`src/rtl/scsi_arb_pkg.sv`:
```
package scsi_arb_pkg;

    localparam int BUS_W   = 8;
    localparam int AIP_POS = 6;
    localparam int LA_POS  = 5;

    typedef logic [BUS_W-1:0] bus_t;

    typedef enum logic [2:0] {
        ST_IDLE,
        ST_WAIT_FREE,
        ST_ARB,
        ST_WON,
        ST_DONE
    } arb_st_e;

    // true when some bit above the single set bit of id is asserted in seen
    function automatic logic outranked(input bus_t id, input bus_t seen);
        bus_t sh;
        sh = id << 1;
        return |(seen & ~(sh - bus_t'(1)));
    endfunction

    function automatic logic single_bit(input bus_t v);
        return $countones(v) == 1;
    endfunction

endpackage

```
`src/rtl/bus_free_det.sv`:
```
module bus_free_det #(
    parameter int FREE_CYC = 3
) (
    input  logic clk,
    input  logic rst,
    input  logic bsy,
    input  logic sel,
    output logic free
);
    localparam int CW = $clog2(FREE_CYC + 1);

    logic [CW-1:0] quiet_cnt;

    always_ff @(posedge clk) begin
        if (rst)
            quiet_cnt <= '0;
        else if (bsy || sel)
            quiet_cnt <= '0;
        else if (quiet_cnt != CW'(FREE_CYC))
            quiet_cnt <= quiet_cnt + CW'(1);
    end

    assign free = (quiet_cnt == CW'(FREE_CYC));

    // a busy cycle must restart the quiet window
    assert_busy_restarts_R3: assert property (@(posedge clk) disable iff (rst)
        (bsy || sel) |=> !free);

endmodule

```
`src/rtl/arb_delay_timer.sv`:
```
module arb_delay_timer #(
    parameter int ARB_CYC = 300
) (
    input  logic clk,
    input  logic rst,
    input  logic run,
    output logic expired
);
    localparam int CW = $clog2(ARB_CYC + 1);

    logic [CW-1:0] elapsed;

    always_ff @(posedge clk) begin
        if (rst || !run)
            elapsed <= '0;
        else if (!expired)
            elapsed <= elapsed + CW'(1);
    end

    assign expired = (elapsed == CW'(ARB_CYC - 1));

    assert_timer_bound_R5: assert property (@(posedge clk) disable iff (rst)
        elapsed <= CW'(ARB_CYC - 1));

endmodule

```
`src/rtl/arb_outcome.sv`:
```
module arb_outcome
    import scsi_arb_pkg::*;
(
    input  bus_t own_id,
    input  bus_t bus_data,
    input  logic bus_sel,
    output logic sel_seen,
    output logic beaten
);
    assign sel_seen = bus_sel;
    assign beaten   = bus_sel || outranked(own_id, bus_data);
endmodule

```
`src/rtl/scsi_arb_ctrl.sv`:
```
module scsi_arb_ctrl
    import scsi_arb_pkg::*;
#(
    parameter int FREE_CYC = 3,
    parameter int ARB_CYC  = 300
) (
    input  logic       clk,
    input  logic       rst,
    input  logic       arb_en,
    input  logic [7:0] own_id,
    input  logic       host_sel,
    input  logic       bus_bsy_in,
    input  logic       bus_sel_in,
    input  logic [7:0] bus_data_in,
    output logic       drv_bsy,
    output logic [7:0] drv_data,
    output logic [7:0] status
);
    arb_st_e st;
    logic    la;
    logic    bus_free;
    logic    delay_done;
    logic    sel_seen;
    logic    beaten;
    logic    aip;

    bus_free_det #(.FREE_CYC(FREE_CYC)) u_free (
        .clk  (clk),
        .rst  (rst),
        .bsy  (bus_bsy_in),
        .sel  (bus_sel_in),
        .free (bus_free)
    );

    arb_delay_timer #(.ARB_CYC(ARB_CYC)) u_timer (
        .clk     (clk),
        .rst     (rst),
        .run     (st == ST_ARB),
        .expired (delay_done)
    );

    arb_outcome u_cmp (
        .own_id   (own_id),
        .bus_data (bus_data_in),
        .bus_sel  (bus_sel_in),
        .sel_seen (sel_seen),
        .beaten   (beaten)
    );

    always_ff @(posedge clk) begin
        if (rst) begin
            st <= ST_IDLE;
            la <= 1'b0;
        end else if (!arb_en) begin
            st <= ST_IDLE;
            la <= 1'b0;
        end else begin
            unique case (st)
                ST_IDLE:
                    if (single_bit(own_id)) st <= ST_WAIT_FREE;
                ST_WAIT_FREE:
                    if (bus_free) st <= ST_ARB;
                ST_ARB:
                    if (sel_seen || (delay_done && beaten)) begin
                        st <= ST_DONE;
                        la <= 1'b1;
                    end else if (delay_done) begin
                        st <= ST_WON;
                    end
                ST_WON:
                    if (host_sel) st <= ST_DONE;
                ST_DONE:
                    st <= ST_DONE;
                default:
                    st <= ST_IDLE;
            endcase
        end
    end

    assign aip      = (st == ST_ARB) || (st == ST_WON);
    assign drv_bsy  = aip;
    assign drv_data = aip ? own_id : '0;

    always_comb begin
        status          = '0;
        status[AIP_POS] = aip;
        status[LA_POS]  = la;
    end

    assert_abort_clears_R9: assert property (@(posedge clk) disable iff (rst)
        !arb_en |=> (status == 8'h00 && !drv_bsy));

    assert_sel_loses_R7: assert property (@(posedge clk) disable iff (rst)
        (st == ST_ARB && arb_en && bus_sel_in) |=> (la && !drv_bsy));

    assert_drive_after_free_R3: assert property (@(posedge clk) disable iff (rst)
        $rose(drv_bsy) |-> $past(bus_free));

    assert_loss_releases_R8: assert property (@(posedge clk) disable iff (rst)
        $rose(la) |-> (!drv_bsy && drv_data == 8'h00));

    assert_aip_la_exclusive_R4: assert property (@(posedge clk) disable iff (rst)
        !(status[AIP_POS] && status[LA_POS]));

endmodule

```
`config.mk`:
```
export PLATFORM = sky130hd
export DESIGN_NAME = scsi_arb_ctrl
export DESIGN_NICKNAME = d
export VERILOG_FILES = /design/src/rtl/scsi_arb_pkg.sv /design/src/rtl/bus_free_det.sv /design/src/rtl/arb_delay_timer.sv /design/src/rtl/arb_outcome.sv /design/src/rtl/scsi_arb_ctrl.sv
export SDC_FILE = /design/constraint.sdc
export NUM_CORES = 1
export LEC_CHECK = 0
export ABC_CLOCK_PERIOD_IN_PS = 4280
export BUFFER_PORTS_ARGS = -buffer_cell sky130_fd_sc_hd__buf_2
export CORE_UTILIZATION = 50
export CTS_CLUSTER_SIZE = 14
export DETAILED_ROUTE_END_ITERATION = 8
export GPL_ROUTABILITY_DRIVEN = 0
export PLACE_DENSITY = 0.8
export SETUP_SLACK_MARGIN = 0.3
export SYNTH_ARGS = -nofsm -noshare
export SYNTH_HDL_FRONTEND = slang
export SYNTH_SLANG_ARGS = --single-unit
```
`constraint.sdc`:
```
create_clock -name clk -period 4.28 [get_ports clk]
set_clock_uncertainty 0.05 [all_clocks]
set_input_delay 0.856 -clock clk [delete_from_list [all_inputs] [get_ports clk]]
set_output_delay 0.856 -clock clk [all_outputs]
set_load 0.01 [all_outputs]
```
==> results of run 1 <==
[metrics by stage]
step | util [%] | area (um^2) | hold slack, ns | worst slack, ns | power (mW)
after CTS | 61.0 | 1380 | 0.409 | 0.451 | 0.307
after global routing | 61.0 | 1380 | 0.431 | 0.344 | 0.325
after global placement | 59.9 | 1350 | 0.384 | 0.325 | 0.220
after detailed placement | 59.9 | 1350 | 0.395 | 0.169 | 0.226
after floorplan | - | 1230 | 0.374 | 0.587 | 0.204
final | 61.0 | 1380 | 0.403 | 0.447 | 0.303
[synth_stat cells, types with 3 or more instances]
cell type,count,area (um^2)
sky130_fd_sc_hd__and2_1,7,43.8
sky130_fd_sc_hd__nor2b_1,3,18.8
sky130_fd_sc_hd__xor2_1,7,61.3
sky130_fd_sc_hd__nor2_1,13,48.8
sky130_fd_sc_hd__ha_1,6,75.1
sky130_fd_sc_hd__inv_1,18,67.6
sky130_fd_sc_hd__buf_4,8,60.1
sky130_fd_sc_hd__nand2_1,6,22.5
sky130_fd_sc_hd__nand3_1,7,35.0
sky130_fd_sc_hd__fa_1,4,80.1
sky130_fd_sc_hd__mux2i_1,3,30.0
sky130_fd_sc_hd__a21oi_1,9,45.0
sky130_fd_sc_hd__dfxtp_1,15,300
[sequential cells by signal, indices dropped and copies added, names as in the netlist]
signal	count
u_timer.elapsed	9
la	1
st	3
u_free.quiet_cnt	2
[power by group through the flow]
stage	Combinational, mW	Clock [mW]	Sequential [mW]
6_report	0.0803	0.0801	0.143
5_1_grt	0.0927	0.0886	0.143
3_5_place_dp	0.0797	0	0.146
2_1_floorplan	0.0579	0	0.146
4_1_cts	0.0806	0.0830	0.143
3_3_place_gp	0.0742	0	0.146
[how the worst max path moves through the flow]
| stage | from | to |
|---|---|---|
| finish | own_id[0] | st[0] |
| global route | own_id[0] | st[0] |
| CTS | own_id[0] | st[0] |
| detailed placement | own_id[0] | st[0] |
| global placement | own_id[0] | st[0] |
| floorplan | own_id[0] | st[0] |
[layer usage]
| metal | track usage [%] | up-vias | wire [um] |
|---|---|---|---|
| met5 | 0 | - | 0 |
| met4 | 5.09 | 0 | 29 |
| li1 | - | 530 | - |
| met2 | 31.4 | 28 | 1200 |
| met1 | 26.9 | 502 | 1110 |
| met3 | 5.06 | 4 | 96 |
[worst max-delay path: stages]
cell,delay (ns)
sky130_fd_sc_hd__buf_2,0.13
sky130_fd_sc_hd__inv_1,0.08
sky130_fd_sc_hd__fa_1,0.55
sky130_fd_sc_hd__fa_1,0.43
sky130_fd_sc_hd__fa_1,0.43
sky130_fd_sc_hd__inv_1,0.06
sky130_fd_sc_hd__ha_1,0.16
sky130_fd_sc_hd__inv_1,0.05
sky130_fd_sc_hd__fa_1,0.36
sky130_fd_sc_hd__nor3b_1,0.23
sky130_fd_sc_hd__a21oi_1,0.11
sky130_fd_sc_hd__o31ai_1,0.25
sky130_fd_sc_hd__o21ai_1,0.14
sky130_fd_sc_hd__a211oi_2,0.15
[cells by family after synthesis]
logic type	share of synthesized area [%]
flops	24.8
simple gates	27.6
fa+ha+maj	12.8
xor+xnor	6.52
other cells	0.310
buf+inv	11.2
compound gates	14.2
mux	2.48
[area by class of cell]
cell class | instances | area (um^2) | area share [%]
Tap cell | 28 | 35.0 | 2.55
Multi-Input combinational cell | 105 | 792 | 57.5
Timing Repair Buffer | 31 | 155 | 11.3
Clock buffer | 4 | 26.3 | 1.91
Inverter | 18 | 67.6 | 4.91
Sequential cell | 15 | 300 | 21.8
[cell usage in the layout (no fill, tap or decap), types with 2 or more instances in the layout]
cell and instances:
sky130_fd_sc_hd__a21oi_1 9, sky130_fd_sc_hd__and2_1 7, sky130_fd_sc_hd__and3b_1 2, sky130_fd_sc_hd__buf_2 31, sky130_fd_sc_hd__clkbuf_4 3, sky130_fd_sc_hd__conb_1 6, sky130_fd_sc_hd__dfxtp_1 15, sky130_fd_sc_hd__fa_1 4
sky130_fd_sc_hd__ha_1 6, sky130_fd_sc_hd__inv_1 18, sky130_fd_sc_hd__mux2i_1 3, sky130_fd_sc_hd__nand2_1 6, sky130_fd_sc_hd__nand3_1 7, sky130_fd_sc_hd__nor2_1 13, sky130_fd_sc_hd__nor2b_1 3, sky130_fd_sc_hd__nor4_1 2
sky130_fd_sc_hd__o211a_1 2, sky130_fd_sc_hd__o21ai_0 2, sky130_fd_sc_hd__o31ai_1 2, sky130_fd_sc_hd__xnor2_1 2, sky130_fd_sc_hd__xor2_1 7
==> results.cfg, run 1 <==
[routing]
wl_per_cell_um = 12.1
drt_iter0_drc = 10
num_vias = 1064
drt-pass1-iter-count = 4
antenna_violating_nets_post_route = 0
drt-vias-per-instance = 5.29
routed_wl_um = 2430
route.detailed.drc = 0

[status]
status = completed

[setup_path]
path_max_fanout = 5
worstRegToRegCells = 5
critical_path_required_ns = 4.44
rrSetupSlack_ns = 2.29
setup.worst_path.start_class = primary input
worstReg2RegStart = u_timer.elapsed[6]
criticalPathCategory = in -> reg
crit_path_end_kind = register
reg2reg_to = st[0]
cp_data_arrival_time_ns = 3.99

[synthesis]
synthArstFlopShare_pct = 0
yosys_warnings = 0
synth-edff-count = 0
synth_cell_type_count = 43
postSynthRegisterBits = 15
synth.avg_cell_area_um2 = 8.45
synthesis.instances = 143
syn_area_um2 = 1210
synth_ff_type = sky130_fd_sc_hd__dfxtp_1
synth_seq_area_share_pct = 24.8

[worst_hold_path]
end_of_the_worst_hold_path = la
hold_path_depth = 2
holdCritStartpoint = la
hold_class = reg -> reg

[floorplan]
floorplan.die.height_um = 51.2
die_x_um = 51.2
fp.coreArea_um2 = 2250
boundaryPins = 39
rows = 17
die_area_um2 = 2620
floorplan.initialDensity_pct = 53.6

[timing]
final-setup-viol-count = 0
maximum_clock_rate_mhz = 261
final-hold-violation-count = 0
slew_violations = 0
finalCritPeriodShare_pct = 89.6
grt_setup_unrepaired = no
setup_tns_ns = 0
period_minus_slack_ns = 3.83
slew-limit-headroom_pct = 59.0
timing_worst_slew_pin_value_ns = 0.614

[cts]
clock_insertion_delay_worst_skew_ns = 0.28
post_cts_hold_buffers = 0
post_cts_setup_buffers = 0
clock_tree.root_cell = sky130_fd_sc_hd__clkbuf_4
tritoncts.num_buffers = 3
htreeDepth = 1
tritoncts_clock_tree = done
cts_sink_count = 15
post_cts_resize_count = 0
clk_transition_reported_paths_ns = 0.09
clk_path_buf_depth = 2

[power]
cell_internal_pwr_uw = 212
p_leak_nw = 0.634
power.share.sequential_pct = 47.1
p_switching_uw = 91.0
irDropWorstVdd_mv = 0.207
share_of_total_power_in_combinational_logic_pct = 26.5
p_clk_share_pct = 26.4
switching_share_pct = 30.0
powerDensity_nw_per_um2 = 220

[final_layout]
post_route_cells_drive_above_1_share_pct = 24.9
filler_cell_count = 212
nets = 206
areaGrowthSynthToFinish_pct = 13.9
instances_no_fill = 201
antenna_fix_cells = 0

[global_route]
via_count_of_the_first_global_routing_pass = 900
grt_use_total_pct = 19.9
grt_pass1_wl_um = 4000
grt_overflow_total = 0
largest_net_degree_at_the_start_of_global_routing = 12
number_of_antenna_violations_at_the_first_check_in_global_routing = 0

[flow_run]
count_of_maximum_capacitance_violations = 0

[place]
numPortBuffers = 31
hpwlAfterDp_um = 2020
count_of_placed_standard_cells_including_taps = 197
Power figures use the tool's default switching activity.
==> run 2, diff against run 1 <==
--- a/config.mk
+++ b/config.mk
@@ -7,6 +7,7 @@
 export LEC_CHECK = 0
 export ABC_CLOCK_PERIOD_IN_PS = 4280
 export BUFFER_PORTS_ARGS = -buffer_cell sky130_fd_sc_hd__buf_2
+export CORE_MARGIN = 4
 export CORE_UTILIZATION = 50
 export CTS_CLUSTER_SIZE = 14
 export DETAILED_ROUTE_END_ITERATION = 8
==> run 2 against run 1 <==
Compared with the run above:
- combinational power decreased by 2.7%
- sequential share of layout area stayed put
- fmax grew 2.5%
- worst setup slack improved by 0.095 ns
- total power is 0.73% lower
- global-route usage is 4.3 points lower
==> results.cfg, run 2 (synthesis results as in run 1) <==
[power]
p_leak_nw = 0.634
irDropWorstVdd_mv = 0.177
fin_total_pwr_uw = 301
switching_share_pct = 29.6
p_switching_uw = 89.1
p_clk_share_pct = 26.6
cell_internal_pwr_uw = 212
powerDensity_nw_per_um2 = 219
power.share.sequential_pct = 47.4
share_of_total_power_in_combinational_logic_pct = 25.9

[setup_path]
setup.worst_path.start_class = primary input
path_max_fanout = 5
critPathSlowestCell = sky130_fd_sc_hd__fa_1
cp_data_arrival_time_ns = 3.90
criticalPathCategory = in -> reg
crit_path_end_kind = register
worstPathCellList = buf_2 -> inv_1 -> fa_1 -> fa_1 -> fa_1 -> inv_1 -> ha_1 -> inv_1 -> fa_1 -> nor3b_1 -> a21oi_1 -> o31ai_1 -> o21ai_1 -> a211oi_2
critical_path_buf_inv_count = 4
critical_path_required_ns = 4.44
crit_path_max_incr_delay_ns = 0.55
worst_path_most_repeated_cell = sky130_fd_sc_hd__fa_1
timing.critical_path.max_delay_family = adder cells

[cts]
clk_transition_reported_paths_ns = 0.09
post_cts_setup_buffers = 0
tritoncts.num_buffers = 3
htreeDepth = 1
tritoncts_clock_tree = done
clock_tree.root_cell = sky130_fd_sc_hd__clkbuf_4
clock_insertion_delay_worst_skew_ns = 0.28
post_cts_hold_buffers = 0
clk_path_buf_depth = 2
cts_sink_count = 15
post_cts_resize_count = 0

[floorplan]
floorplan.initialDensity_pct = 53.6
rows = 17
die_x_um = 57.2
die_area_um2 = 3270
fp.coreArea_um2 = 2250
floorplan.die.height_um = 57.2
boundaryPins = 39

[timing]
setup_tns_ns = 0
finalCritPeriodShare_pct = 87.4
maximum_clock_rate_mhz = 267
final-setup-viol-count = 0
slew-limit-headroom_pct = 61.2
slew_violations = 0
timing_worst_slew_pin_value_ns = 0.581
grt_setup_unrepaired = no
final-hold-violation-count = 0
period_minus_slack_ns = 3.74

[final_layout]
areaGrowthSynthToFinish_pct = 13.9
max_flop_register = u_timer.elapsed
largestRegisters = u_timer.elapsed x9, st x3, u_free.quiet_cnt x2
largest_register_ff_count = 9
antenna_fix_cells = 0
post_route_cells_drive_above_1_share_pct = 24.9
final_cell_mix = 31 x sky130_fd_sc_hd__buf_2, 18 x sky130_fd_sc_hd__inv_1, 15 x sky130_fd_sc_hd__dfxtp_1
utilization_pct = 61.0
final_common_cell = sky130_fd_sc_hd__buf_2
nets = 206
filler_cell_count = 206
layout.cell_area.non_filler_um2 = 1380

[place]
numPortBuffers = 31
dpl_cell_area_um2 = 1350
hpwlAfterDp_um = 2030

[global_route]
via_count_of_the_first_global_routing_pass = 986
grt_overflow_total = 0
grt_pass1_wl_um = 4150
largest_net_degree_at_the_start_of_global_routing = 12
grt_use_total_pct = 15.6
number_of_antenna_violations_at_the_first_check_in_global_routing = 0

[routing]
wl_per_cell_um = 12.2
drt_iter0_drc = 31
drt-pass1-iter-count = 4
num_vias = 1039
routed_wl_um = 2450
route.detailed.drc = 0
antenna_violating_nets_post_route = 0
drt-vias-per-instance = 5.17

[worst_hold_path]
hold_class = reg -> reg

[status]
status = completed

[flow_run]
count_of_maximum_capacitance_violations = 0
==> run 2: cell counts in the layout (fill, tap and decap cells not counted) <==
No cell type changed its count.
==> run 2: final cells by class <==
| class | instances | area [um^2] | share of cell area [%] |
|---|---|---|---|
| Sequential cell | 15 | 300 | 21.8 |
| Multi-Input combinational cell | 105 | 792 | 57.5 |
| Tap cell | 28 | 35.0 | 2.55 |
| Clock buffer | 4 | 26.3 | 1.91 |
| Inverter | 18 | 67.6 | 4.91 |
| Timing Repair Buffer | 31 | 155 | 11.3 |
==> run 2: layer usage <==
metal  global-route usage, %  vias up  part of all wire [%]  wire, um
li1                        -      531                     -         -
met2                    25.4       30                    48      1170
met1                    20.3      476                    45      1110
met4                    4.64        0                  0.78        19
met3                    4.07        2                   6.2       151
met5                       0        -                     0         0
==> run 2: power groups by stage <==
stage               combinational, mW  clock, mW  sequential (mW)
floorplan                      0.0579          0            0.146
detailed placement             0.0780          0            0.146
CTS                            0.0786     0.0826            0.143
global placement               0.0741          0            0.146
finish                         0.0781     0.0803            0.143
global route                   0.0906     0.0878            0.143
==> run 2: final timing paths <==
kind | startpoint | endpoint | slack, ns | cells after the start
worst max-delay path | own_id[0] | st[0] | 0.54 | 14
worst min-delay path | la | la | 0.39 | 2
worst max register to register | u_timer.elapsed[6] | st[0] | 2.29 | 5
worst min register to register | la | la | 0.39 | 2
==> run 2: through the flow <==
| step | worst slack (ns) | hold slack, ns | instances |
|---|---|---|---|
| after floorplan | 0.587 | 0.374 | 148 |
| after global placement | 0.328 | 0.385 | 197 |
| after detailed placement | 0.231 | 0.386 | 197 |
| after CTS | 0.531 | 0.400 | 201 |
| after global routing | 0.351 | 0.439 | 201 |
| final | 0.541 | 0.395 | 201 |
==> run 2: tightest hold or removal path, stage by stage (launching register included) <==
cell                      delay (ns)
sky130_fd_sc_hd__dfxtp_1        0.31
sky130_fd_sc_hd__inv_1          0.05
sky130_fd_sc_hd__a21oi_1        0.05
==> run 3, diff against run 2 <==
--- a/config.mk
+++ b/config.mk
@@ -5,7 +5,7 @@
 export SDC_FILE = /design/constraint.sdc
 export NUM_CORES = 1
 export LEC_CHECK = 0
-export ABC_CLOCK_PERIOD_IN_PS = 4280
+export ABC_CLOCK_PERIOD_IN_PS = 4550
 export BUFFER_PORTS_ARGS = -buffer_cell sky130_fd_sc_hd__buf_2
 export CORE_MARGIN = 4
 export CORE_UTILIZATION = 50
==> constraint.sdc (replaced) <==
create_clock -name clk -period 4.55 [get_ports clk]
set_clock_uncertainty 0.05 [all_clocks]
set_input_delay 0.91 -clock clk [delete_from_list [all_inputs] [get_ports clk]]
set_output_delay 0.91 -clock clk [all_outputs]
set_load 0.01 [all_outputs]
==> run 3 against run 2 <==
Compared with the run above:
- wire length rose by 0.37%
- sequential share of layout area about the same
- largest cell class unchanged
- final cell count unchanged
- combinational power down 5.6%
- count of clock-buffer cells in the layout shrank 1
- total power fell by 4.3%
- first-iteration DRC count decreased by 13%
- largest power group unchanged
- design area about the same
==> results.cfg, run 3 (synthesis results as in run 1) <==
[setup_path]
worstPathCellList = buf_2 -> inv_1 -> fa_1 -> fa_1 -> fa_1 -> inv_1 -> ha_1 -> inv_1 -> fa_1 -> nor3b_1 -> a21oi_1 -> o31ai_1 -> o21ai_1 -> a21oi_1
critical_path_buf_inv_count = 4
timing.critical_path.max_delay_family = adder cells
path_max_fanout = 5
cp_data_arrival_time_ns = 3.95
worst_path_most_repeated_cell = sky130_fd_sc_hd__fa_1
rrSetupSlack_ns = 2.59
crit_path_end_kind = register
crit_path_max_incr_delay_ns = 0.55
critical_path_required_ns = 4.73
critPathSlowestCell = sky130_fd_sc_hd__fa_1
setup.worst_path.start_class = primary input
criticalPathCategory = in -> reg

[timing]
finalCritPeriodShare_pct = 82.9
timing.final.ws_setup_ns = 0.779
slew-limit-headroom_pct = 60.4
final-setup-viol-count = 0
fin_worst_hold_slack_ns = 0.412
slew_violations = 0
setup_tns_ns = 0
period_minus_slack_ns = 3.77
grt_setup_unrepaired = no
final-hold-violation-count = 0
timing_worst_slew_pin_value_ns = 0.592
maximum_clock_rate_mhz = 265

[cts]
htreeDepth = 1
post_cts_hold_buffers = 0
clock_insertion_delay_worst_skew_ns = 0.29
post_cts_setup_buffers = 0
clk_transition_reported_paths_ns = 0.10
clock_tree.root_cell = sky130_fd_sc_hd__clkbuf_4
post_cts_resize_count = 0
tritoncts_clock_tree = done
cts_sink_count = 15
clk_path_buf_depth = 2
tritoncts.num_buffers = 3

[floorplan]
floorplan.die.height_um = 57.2
fp.coreArea_um2 = 2250
rows = 17
die_area_um2 = 3270
floorplan.initialDensity_pct = 53.6
boundaryPins = 39
die_x_um = 57.2

[flow_run]
count_of_maximum_capacitance_violations = 0

[final_layout]
areaGrowthSynthToFinish_pct = 14.0
utilization_pct = 61.1
nets = 206
antenna_fix_cells = 0
final_cell_mix = 31 x sky130_fd_sc_hd__buf_2, 18 x sky130_fd_sc_hd__inv_1, 15 x sky130_fd_sc_hd__dfxtp_1
final_common_cell = sky130_fd_sc_hd__buf_2
max_flop_register = u_timer.elapsed
post_route_cells_drive_above_1_share_pct = 25.4
instances_no_fill = 201
largestRegisters = u_timer.elapsed x9, st x3, u_free.quiet_cnt x2
largest_register_ff_count = 9

[power]
powerDensity_nw_per_um2 = 209
p_leak_nw = 0.637
irDropWorstVdd_mv = 0.117

[routing]
drt-pass1-iter-count = 4
routed_wl_um = 2460
antenna_violating_nets_post_route = 0
drt_iter0_drc = 27
wl_per_cell_um = 12.2
num_vias = 1049
route.detailed.drc = 0
drt-vias-per-instance = 5.22

[global_route]
grt_use_total_pct = 16.5
grt.met2_usage_pct = 25.0
gr-max-usage-layer = met2
largest_net_degree_at_the_start_of_global_routing = 12
gr-usage-met3_pct = 2.26
gr-usage-met1_pct = 22.9
grt_overflow_total = 0
via_count_of_the_first_global_routing_pass = 981
number_of_antenna_violations_at_the_first_check_in_global_routing = 0
grt_pass1_wl_um = 4350

[place]
count_of_placed_standard_cells_including_taps = 197
hpwlAfterDp_um = 1990
numPortBuffers = 31
pre_cts_ws_ns = 0.491

[worst_hold_path]
hold_class = reg -> reg

[status]
status = completed
-- run 3: cell count changes in the layout (fill, tap and decap cells not counted), sizes merged --
cell and change:
clkbuf -1, clkinv +1
-- run 3: worst paths after layout --
path | startpoint | to | cells past startpoint
max | own_id[0] | st[2] | 14
min | la | la | 2
min reg2reg | la | la | 2
max reg2reg | u_timer.elapsed[6] | st[2] | 5
-- run 3: layer usage --
metal | vias to the layer above | share of wire [%]
met5 | - | 0
met4 | 0 | 1.9
met3 | 5 | 5.9
met2 | 33 | 46
met1 | 478 | 46
li1 | 533 | -
-- run 3: stage by stage --
stage | power, mW | instance area, um^2
finish | 0.288 | 1380
global route | 0.308 | 1380
CTS | 0.291 | 1380
detailed placement | 0.210 | 1350
global placement | 0.207 | 1350
floorplan | 0.192 | 1230
-- run 3: final cells by class --
cell class / count / area (um^2)
clock buffers: 3 / 22.5
multi-input cells: 105 / 792
clock inverters: 1 / 5.00
fillers: 201 / 877
flip-flops and latches: 15 / 300
inverters: 18 / 67.6
repair buffers: 31 / 155
well taps: 28 / 35.0
-- run 3: power by group --
group          internal, mW  switching, mW  leakage, nW  total [mW]
registers             0.133        0.00197        0.121       0.135
logic                0.0330         0.0407        0.498      0.0737
clock network        0.0328         0.0470       0.0177      0.0797
-- run 3: worst reg2reg max path, delay by kind of cell (launching register included) --
family           cells  cell delay (ns)
AND/OR/NAND/NOR      2             1.03
AO/OA/AOI/OAI        3             0.46
flip-flops           1             0.36
